File: config.mk
export PLATFORM = sky130hd
export DESIGN_NAME = twostage_wdt
export DESIGN_NICKNAME = d
export VERILOG_FILES = /design/src/rtl/twdt_pkg.sv /design/src/rtl/twdt_base_cnt.sv /design/src/rtl/twdt_main_cnt.sv /design/src/rtl/twdt_ctrl_fsm.sv /design/src/rtl/twostage_wdt.sv
export SDC_FILE = /design/constraint.sdc
export NUM_CORES = 1
export LEC_CHECK = 0
export ABC_AREA = 1
export BUFFER_PORTS_ARGS = -buffer_cell sky130_fd_sc_hd__buf_2
export CAP_MARGIN = 30
export CORE_MARGIN = 2
export CORE_UTILIZATION = 50
export CTS_CLUSTER_SIZE = 24
export DETAILED_ROUTE_END_ITERATION = 7
export PLACE_DENSITY = 0.83
export SETUP_SLACK_MARGIN = 0.2
export SYNTH_ARGS = -nofsm -noshare
export SYNTH_HDL_FRONTEND = slang
export SYNTH_SLANG_ARGS = --single-unit
File: constraint.sdc
create_clock -name clk -period 1.7 [get_ports clk]
set_input_delay 0.085 -clock clk [delete_from_list [all_inputs] [get_ports clk]]
set_output_delay 0.085 -clock clk [all_outputs]
set_load 0.1 [all_outputs]
File: src/rtl/twdt_pkg.sv
package twdt_pkg;

    typedef enum logic [1:0] {
        ST_HALT  = 2'd0,
        ST_COUNT = 2'd1,
        ST_PULSE = 2'd2
    } twdt_state_e;

    localparam logic [1:0] A_CTRL  = 2'd0;
    localparam logic [1:0] A_LIMIT = 2'd1;
    localparam logic [1:0] A_BASE  = 2'd2;
    localparam logic [1:0] A_FLAGS = 2'd3;

    localparam logic [7:0] BASE_KEY = 8'h55;
    localparam int         MAIN_LSB = 16;

endpackage

File: src/rtl/twdt_base_cnt.sv
module twdt_base_cnt #(
    parameter int W = 18
) (
    input  logic         clk,
    input  logic         rst_n,
    input  logic         hold_zero,
    input  logic         count_en,
    input  logic         clear,
    output logic [W-1:0] cnt,
    output logic         wrap
);

    // wrap only when the count really advances past all-ones
    always_comb begin
        wrap = count_en && !clear && (cnt == {W{1'b1}});
    end

    always_ff @(posedge clk or negedge rst_n) begin
        if (!rst_n) begin
            cnt <= '0;
        end else if (hold_zero || clear) begin
            cnt <= '0;
        end else if (count_en) begin
            cnt <= cnt + 1'b1;
        end
    end

endmodule

File: src/rtl/twdt_main_cnt.sv
module twdt_main_cnt #(
    parameter int W = 12
) (
    input  logic         clk,
    input  logic         rst_n,
    input  logic         hold_zero,
    input  logic         clear,
    input  logic         step,
    input  logic [W-1:0] limit,
    output logic [W-1:0] cnt,
    output logic         ovf
);

    logic [W:0] nxt;
    logic [W:0] lim_ext;

    always_comb begin
        nxt     = {1'b0, cnt} + (W+1)'(1);
        // a zero limit stands for the full 2^W span
        lim_ext = (limit == '0) ? {1'b1, {W{1'b0}}} : {1'b0, limit};
        ovf     = step && !clear && !hold_zero && (nxt == lim_ext);
    end

    always_ff @(posedge clk or negedge rst_n) begin
        if (!rst_n) begin
            cnt <= '0;
        end else if (hold_zero || clear) begin
            cnt <= '0;
        end else if (step) begin
            cnt <= ovf ? '0 : nxt[W-1:0];
        end
    end

endmodule

File: src/rtl/twdt_ctrl_fsm.sv
module twdt_ctrl_fsm
    import twdt_pkg::*;
#(
    parameter int PULSE_LEN = 16
) (
    input  logic        clk,
    input  logic        rst_n,
    input  logic        run_en,
    input  logic        wd_ovf,
    output twdt_state_e state,
    output logic        counting,
    output logic        hold_zero,
    output logic        rst_req
);

    localparam int             PCW  = (PULSE_LEN > 1) ? $clog2(PULSE_LEN) : 1;
    localparam logic [PCW-1:0] LAST = PCW'(PULSE_LEN - 1);

    twdt_state_e    state_nx;
    logic [PCW-1:0] pulse_cnt;

    always_ff @(posedge clk or negedge rst_n) begin
        if (!rst_n) begin
            state <= ST_HALT;
        end else begin
            state <= state_nx;
        end
    end

    always_comb begin
        state_nx = state;
        unique case (state)
            ST_HALT: begin
                if (run_en) state_nx = ST_COUNT;
            end
            ST_COUNT: begin
                if (!run_en)     state_nx = ST_HALT;
                else if (wd_ovf) state_nx = ST_PULSE;
            end
            ST_PULSE: begin
                if (pulse_cnt == LAST) state_nx = run_en ? ST_COUNT : ST_HALT;
            end
            default: state_nx = ST_HALT;
        endcase
    end

    always_ff @(posedge clk or negedge rst_n) begin
        if (!rst_n) begin
            pulse_cnt <= '0;
        end else if (state != ST_PULSE) begin
            pulse_cnt <= '0;
        end else begin
            pulse_cnt <= pulse_cnt + 1'b1;
        end
    end

    always_comb begin
        hold_zero = (state == ST_HALT);
        counting  = (state != ST_HALT) && run_en;
        rst_req   = (state == ST_PULSE);
    end

endmodule

File: src/rtl/twostage_wdt.sv
module twostage_wdt
    import twdt_pkg::*;
#(
    parameter int BASE_W    = 18,
    parameter int MAIN_W    = 12,
    parameter int PULSE_LEN = 16
) (
    input  logic        clk,
    input  logic        rst_n,
    input  logic        wr_en,
    input  logic [1:0]  wr_addr,
    input  logic [31:0] wr_data,
    input  logic [3:0]  wr_strb,
    input  logic [1:0]  rd_addr,
    output logic [31:0] rd_data,
    output logic        irq,
    output logic        rst_req
);

    logic              ctrl_en, ctrl_wd, ctrl_irqen;
    logic [MAIN_W-1:0] limit_q;
    logic              flag_int, flag_wd, irq_q;
    logic [BASE_W-1:0] base_cnt;
    logic [MAIN_W-1:0] main_cnt;
    logic              base_wrap, main_ovf;
    logic              counting, hold_zero;
    logic              wr_ctrl, wr_limit, wr_key, wr_flags;
    twdt_state_e       state;

    always_comb begin
        wr_ctrl  = wr_en && (wr_addr == A_CTRL)  && wr_strb[0];
        wr_limit = wr_en && (wr_addr == A_LIMIT) && (wr_strb[1:0] == 2'b11);
        wr_key   = wr_en && (wr_addr == A_BASE)  && (wr_strb == 4'hF)
                   && (wr_data[31:24] == BASE_KEY);
        wr_flags = wr_en && (wr_addr == A_FLAGS) && wr_strb[0];
    end

    twdt_base_cnt #(.W(BASE_W)) u_base (
        .clk       (clk),
        .rst_n     (rst_n),
        .hold_zero (hold_zero),
        .count_en  (counting),
        .clear     (wr_key),
        .cnt       (base_cnt),
        .wrap      (base_wrap)
    );

    twdt_main_cnt #(.W(MAIN_W)) u_main (
        .clk       (clk),
        .rst_n     (rst_n),
        .hold_zero (hold_zero),
        .clear     (wr_limit),
        .step      (base_wrap),
        .limit     (limit_q),
        .cnt       (main_cnt),
        .ovf       (main_ovf)
    );

    twdt_ctrl_fsm #(.PULSE_LEN(PULSE_LEN)) u_fsm (
        .clk       (clk),
        .rst_n     (rst_n),
        .run_en    (ctrl_en),
        .wd_ovf    (main_ovf && ctrl_wd),
        .state     (state),
        .counting  (counting),
        .hold_zero (hold_zero),
        .rst_req   (rst_req)
    );

    always_ff @(posedge clk or negedge rst_n) begin
        if (!rst_n) begin
            ctrl_en    <= 1'b0;
            ctrl_wd    <= 1'b0;
            ctrl_irqen <= 1'b0;
            limit_q    <= '0;
            flag_int   <= 1'b0;
            flag_wd    <= 1'b0;
            irq_q      <= 1'b0;
        end else begin
            if (wr_ctrl) begin
                ctrl_en    <= wr_data[0];
                ctrl_wd    <= wr_data[1];
                ctrl_irqen <= wr_data[2];
            end
            if (wr_limit) begin
                limit_q <= wr_data[MAIN_W-1:0];
            end
            // a set from an overflow outranks a clearing write
            flag_int <= (flag_int && !(wr_flags && !wr_data[0])) || (main_ovf && !ctrl_wd);
            flag_wd  <= (flag_wd  && !(wr_flags && !wr_data[1])) || (main_ovf &&  ctrl_wd);
            irq_q    <= main_ovf && !ctrl_wd && ctrl_irqen;
        end
    end

    always_comb begin
        rd_data = '0;
        unique case (rd_addr)
            A_CTRL:  rd_data[2:0] = {ctrl_irqen, ctrl_wd, ctrl_en};
            A_LIMIT: begin
                rd_data[MAIN_W-1:0]          = limit_q;
                rd_data[MAIN_LSB +: MAIN_W]  = main_cnt;
            end
            A_BASE:  rd_data[BASE_W-1:0] = base_cnt;
            default: rd_data[1:0] = {flag_wd, flag_int};
        endcase
    end

    assign irq = irq_q;

endmodule

==> key figures <==
Status
  – Status: complete, but fails checks
  – Violated checks: setup timing

Worst setup path
  – Gate family responsible for the most delay along the worst path: simple AND/OR/NAND/NOR gates
  – Delay of the slowest cell on the worst path: 0.43 ns
  – Arrival time of the worst setup path: 2.40 ns
  – Required time worst endpoint: 1.93 ns
  – Count of cell instances traversed by the critical path: 12
  – Startpoint kind of the worst setup timing path: flip-flop
  – CP max stage cell: sky130_fd_sc_hd__dfrtp_2
  – Critical path type: flip-flop to flip-flop
  – Depth of the worst register-to-register path: 12
  – Largest fanout of any net on the critical path: 7
  – Endpoint class of the critical path: flip-flop
  – Buffers & Inverters on Critical Path: 3
  – Cell-by-cell trace of the critical path: buf_4, nand2_2, nor2_4, nand4_1, nand3_1, nand2_1, inv_2, nand2_2, nor2_4, buf_4, nand3_2, a21oi_1

Floorplan
  – Die extent in x: 90.80 um
  – Starting density of the core: 51.66%
  – Die span in y: 90.80 um
  – Number of top-level pins: 77
  – Die Area: 8245 um2
  – Row count: 31
  – Core footprint: 7292 um2

Cells and area
  – Count of nets after finishing: 743
  – ANT cells: 0
  – Number of non-filler instances in the completed layout: 793
  – Fill cell count: 403
  – Share of layout cells above drive strength 1: 42.22%
  – Post-route standard cell area excluding fillers: 6028 um2
  – Most common cell after layout, fill and taps aside: sky130_fd_sc_hd__nand2_1
  – Commonest cells after routing, fill and taps aside: sky130_fd_sc_hd__nand2_1, sky130_fd_sc_hd__buf_4, sky130_fd_sc_hd__inv_1, sky130_fd_sc_hd__dfrtp_1, sky130_fd_sc_hd__nand3_1
  – Synth-to-layout area growth: 60.01%

Timing
  – Final Slew Violations: 0
  – Setup Total Neg Slack: -7.053 ns
  – Maximum achievable frequency: 460.7 MHz
  – Total setup violations reported at the end of the flow: 20
  – Final cycle utilization of the critical path: 127.7%
  – Number of endpoints with negative hold slack in the final report: 0
  – Fin crit period: 2.171 ns
  – Worst clock skew: 0.006168 ns
  – Worst setup margin: -0.4705 ns
  – Setup repair after global routing missed its margin: yes

Logic synthesis
  – Share of synthesized area occupied by flip-flops and latches: 35.87%
  – Yosys warning total: 0
  – Mean area per synthesized cell: 6.964 um2
  – Netlist area before placement: 3767 um2
  – Cell count after synthesis: 541
  – Distinct cell type count of the synthesized netlist: 36
  – Register bit count reported by yosys: 54

Clock tree
  – Clock root cell: sky130_fd_sc_hd__clkbuf_8
  – Clock tree from TritonCTS: built
  – Sinks on Clock Net: 54
  – Inserted Clock Buffers: 5
  – Clock latency on the worst-skew pair: 0.32 ns
  – Clock slew at the register clock pins of the worst setup and hold paths: 0.10 ns
  – Number of levels in the clock H-tree: 2
  – Buffers from clock root to sink, at most: 2

Placed design
  – DP Area: 5236 um2
  – # placed instances: 756
  – Number of I/O port buffers: 60
  – Placed wire-length estimate: 8796 um
  – Placer Congestion: 0.9107

Route
  – Routed WL: 16040 um
  – # DRC: 0
  – Number of DRC violations after detailed-routing iteration 0: 681
  – Total number of vias: 4928
  – Average vias per placed instance: 6.214
  – Wire length per cell: 20.23 um
  – Drt first pass iters: 6
  – DRT antenna net count: 0

Pwr
  – Switching Power: 2.051 mW
  – Gate power share: 46.0%
  – Clock power frac: 19.3%
  – Sw frac: 44.14%
  – Part of the power in registers: 34.7%
  – Total leakage power: 2.892 nW
  – Pint: 2.595 mW
  – Cell Pwr Density: 770.7 nW/um2
  – Peak VDD IR: 0.0006892 V

Global routing
  – Pin count of the biggest net entering global routing: 30
  – Global router's overall resource usage: 33.37%
  – Global-route wire length before repair: 22270 um
  – Via count of the first global-routing pass: 4754
  – Sum of overflow across all layers after global routing: 0
  – Number of antenna violations at the first check in global routing: 0

Min path
  – Class of the most critical hold timing path: input port to flip-flop
  – Number of cells traversed by the worst hold path: 3

Run
  – Number of maximum-capacitance violations: 0
[worst paths after layout]
| path | from | end | slack, ns |
|---|---|---|---|
| setup / recovery | u_main.cnt[1]$_DFFE_PN0P_ | u_fsm.state[1]$_DFFE_PN0P_ | -0.47 |
| hold / removal | wr_data[9] | limit_q[9]$_DFFE_PN0P_ | 0.006 |
| setup reg to reg | u_main.cnt[1]$_DFFE_PN0P_ | u_fsm.state[1]$_DFFE_PN0P_ | -0.47 |
| hold reg to reg | u_fsm.pulse_cnt[0]$_DFF_PN0_ | u_fsm.pulse_cnt[0]$_DFF_PN0_ | 0.48 |
| max in group asynchronous | rst_n | u_base.cnt[7]$_DFFE_PN0P_ | 0.99 |
| min in group asynchronous | rst_n | u_fsm.pulse_cnt[3]$_DFF_PN0_ | 0.10 |
[logic make-up after synthesis]
logic type               after synthesis  share of synthesized area, %
XOR/XNOR                               9                         2.458
AND/OR/NAND/NOR                      308                         39.42
flip-flops                            54                         35.87
buffers and inverters                 97                         10.36
multiplexers                           2                        0.5978
AO/OA/AOI/OAI                         63                         8.867
adder cells (fa/ha/maj)                7                         2.325
other                                  1                       0.09954
[area by class of cell]
cell class / count / area [um2] / share of cell area (%)
timing repair buffer: 159 / 1570 / 26.05
sequential: 54 / 1356 / 22.50
multi-input combinational: 394 / 2569 / 42.61
clock inverter: 1 / 30.03 / 0.4981
clock buffer: 7 / 76.32 / 1.266
tap: 99 / 123.9 / 2.055
inverter: 79 / 302.8 / 5.023
[power by group through the flow]
stage	combinational (mW)	clock (mW)	sequential (mW)
floorplan	0.998	0	1.56
global placement	1.56	0	1.56
global route	2.23	0.930	1.62
CTS	1.76	0.881	1.56
detailed placement	1.61	0	1.58
finish	2.14	0.898	1.61
[sequential cells by signal (all words and copies together), names as in the netlist]
register,count
ctrl_en,1
ctrl_irqen,1
flag_wd,1
flag_int,1
u_base.cnt,18
limit_q,12
ctrl_wd,1
irq,1
u_main.cnt,12
u_fsm.pulse_cnt,4
u_fsm.state,2
[worst reg2reg max path: stages, from the launching register on]
cell                      delay [ns]
sky130_fd_sc_hd__dfrtp_2        0.43
sky130_fd_sc_hd__buf_4          0.13
sky130_fd_sc_hd__nand2_2        0.06
sky130_fd_sc_hd__nor2_4         0.22
sky130_fd_sc_hd__nand4_1        0.24
sky130_fd_sc_hd__nand3_1        0.16
sky130_fd_sc_hd__nand2_1        0.09
sky130_fd_sc_hd__inv_2          0.09
sky130_fd_sc_hd__nand2_2        0.08
sky130_fd_sc_hd__nor2_4         0.16
sky130_fd_sc_hd__buf_4          0.13
sky130_fd_sc_hd__nand3_2        0.10
sky130_fd_sc_hd__a21oi_1        0.19
[Yosys cell counts, drive strengths merged]
| cell type | number | share of area (%) |
|---|---|---|
| nor3 | 8 | 1.1 |
| o31ai | 5 | 1.0 |
| nor3b | 1 | 0.20 |
| nand4 | 12 | 2.2 |
| clkbuf | 11 | 1.1 |
| xor2 | 5 | 1.2 |
| o22ai | 2 | 0.33 |
| o21ai | 28 | 3.7 |
| clkinv | 3 | 0.30 |
| nor2 | 54 | 6.7 |
| xnor3 | 1 | 0.60 |
| and2 | 1 | 0.17 |
| a31o | 1 | 0.23 |
| nand3 | 67 | 11 |
| a21oi | 27 | 3.6 |
| dfrtp | 54 | 36 |
| inv | 76 | 7.6 |
| xnor2 | 3 | 0.70 |
| buf | 7 | 1.4 |
| mux2 | 2 | 0.60 |
| nand2 | 159 | 17 |
| nand3b | 3 | 0.60 |
| nor4 | 3 | 0.50 |
| ha | 7 | 2.3 |
| conb | 1 | 0.10 |
[per-stage QoR]
stage	power [mW]	setup slack, ns	utilization (%)	hold WS [ns]
3_5_place_dp	3.190	-0.2154	71.81	-0.09052
5_1_grt	4.775	-0.5386	82.67	0.02883
3_3_place_gp	3.120	-0.1080	71.81	-0.09457
6_report	4.646	-0.4705	82.67	0.005992
2_1_floorplan	2.557	-0.03592	-	-0.2106
4_1_cts	4.205	-0.2056	78.60	0.009859
[per-layer routing]
layer / vias to the layer above / wire length (um) / share of wire [%] / track usage, %
met5: - / 0 / 0 / 0
met4: 0 / 1270 / 7.9 / 18.69
met3: 151 / 1936 / 12 / 6.010
met1: 2260 / 5496 / 34 / 40.11
met2: 484 / 7335 / 46 / 56.41
li1: 2033 / - / - / -
[timing repair]
action	4_1_cts	5_1_grt
pin swaps	23	34
setup endpoints to repair	27	35
hold endpoints to repair	59	0
setup buffers	15	7
gates cloned	1	0
hold buffers	6	0
resized for setup	53	66
(Power assumes the default switching activity.)
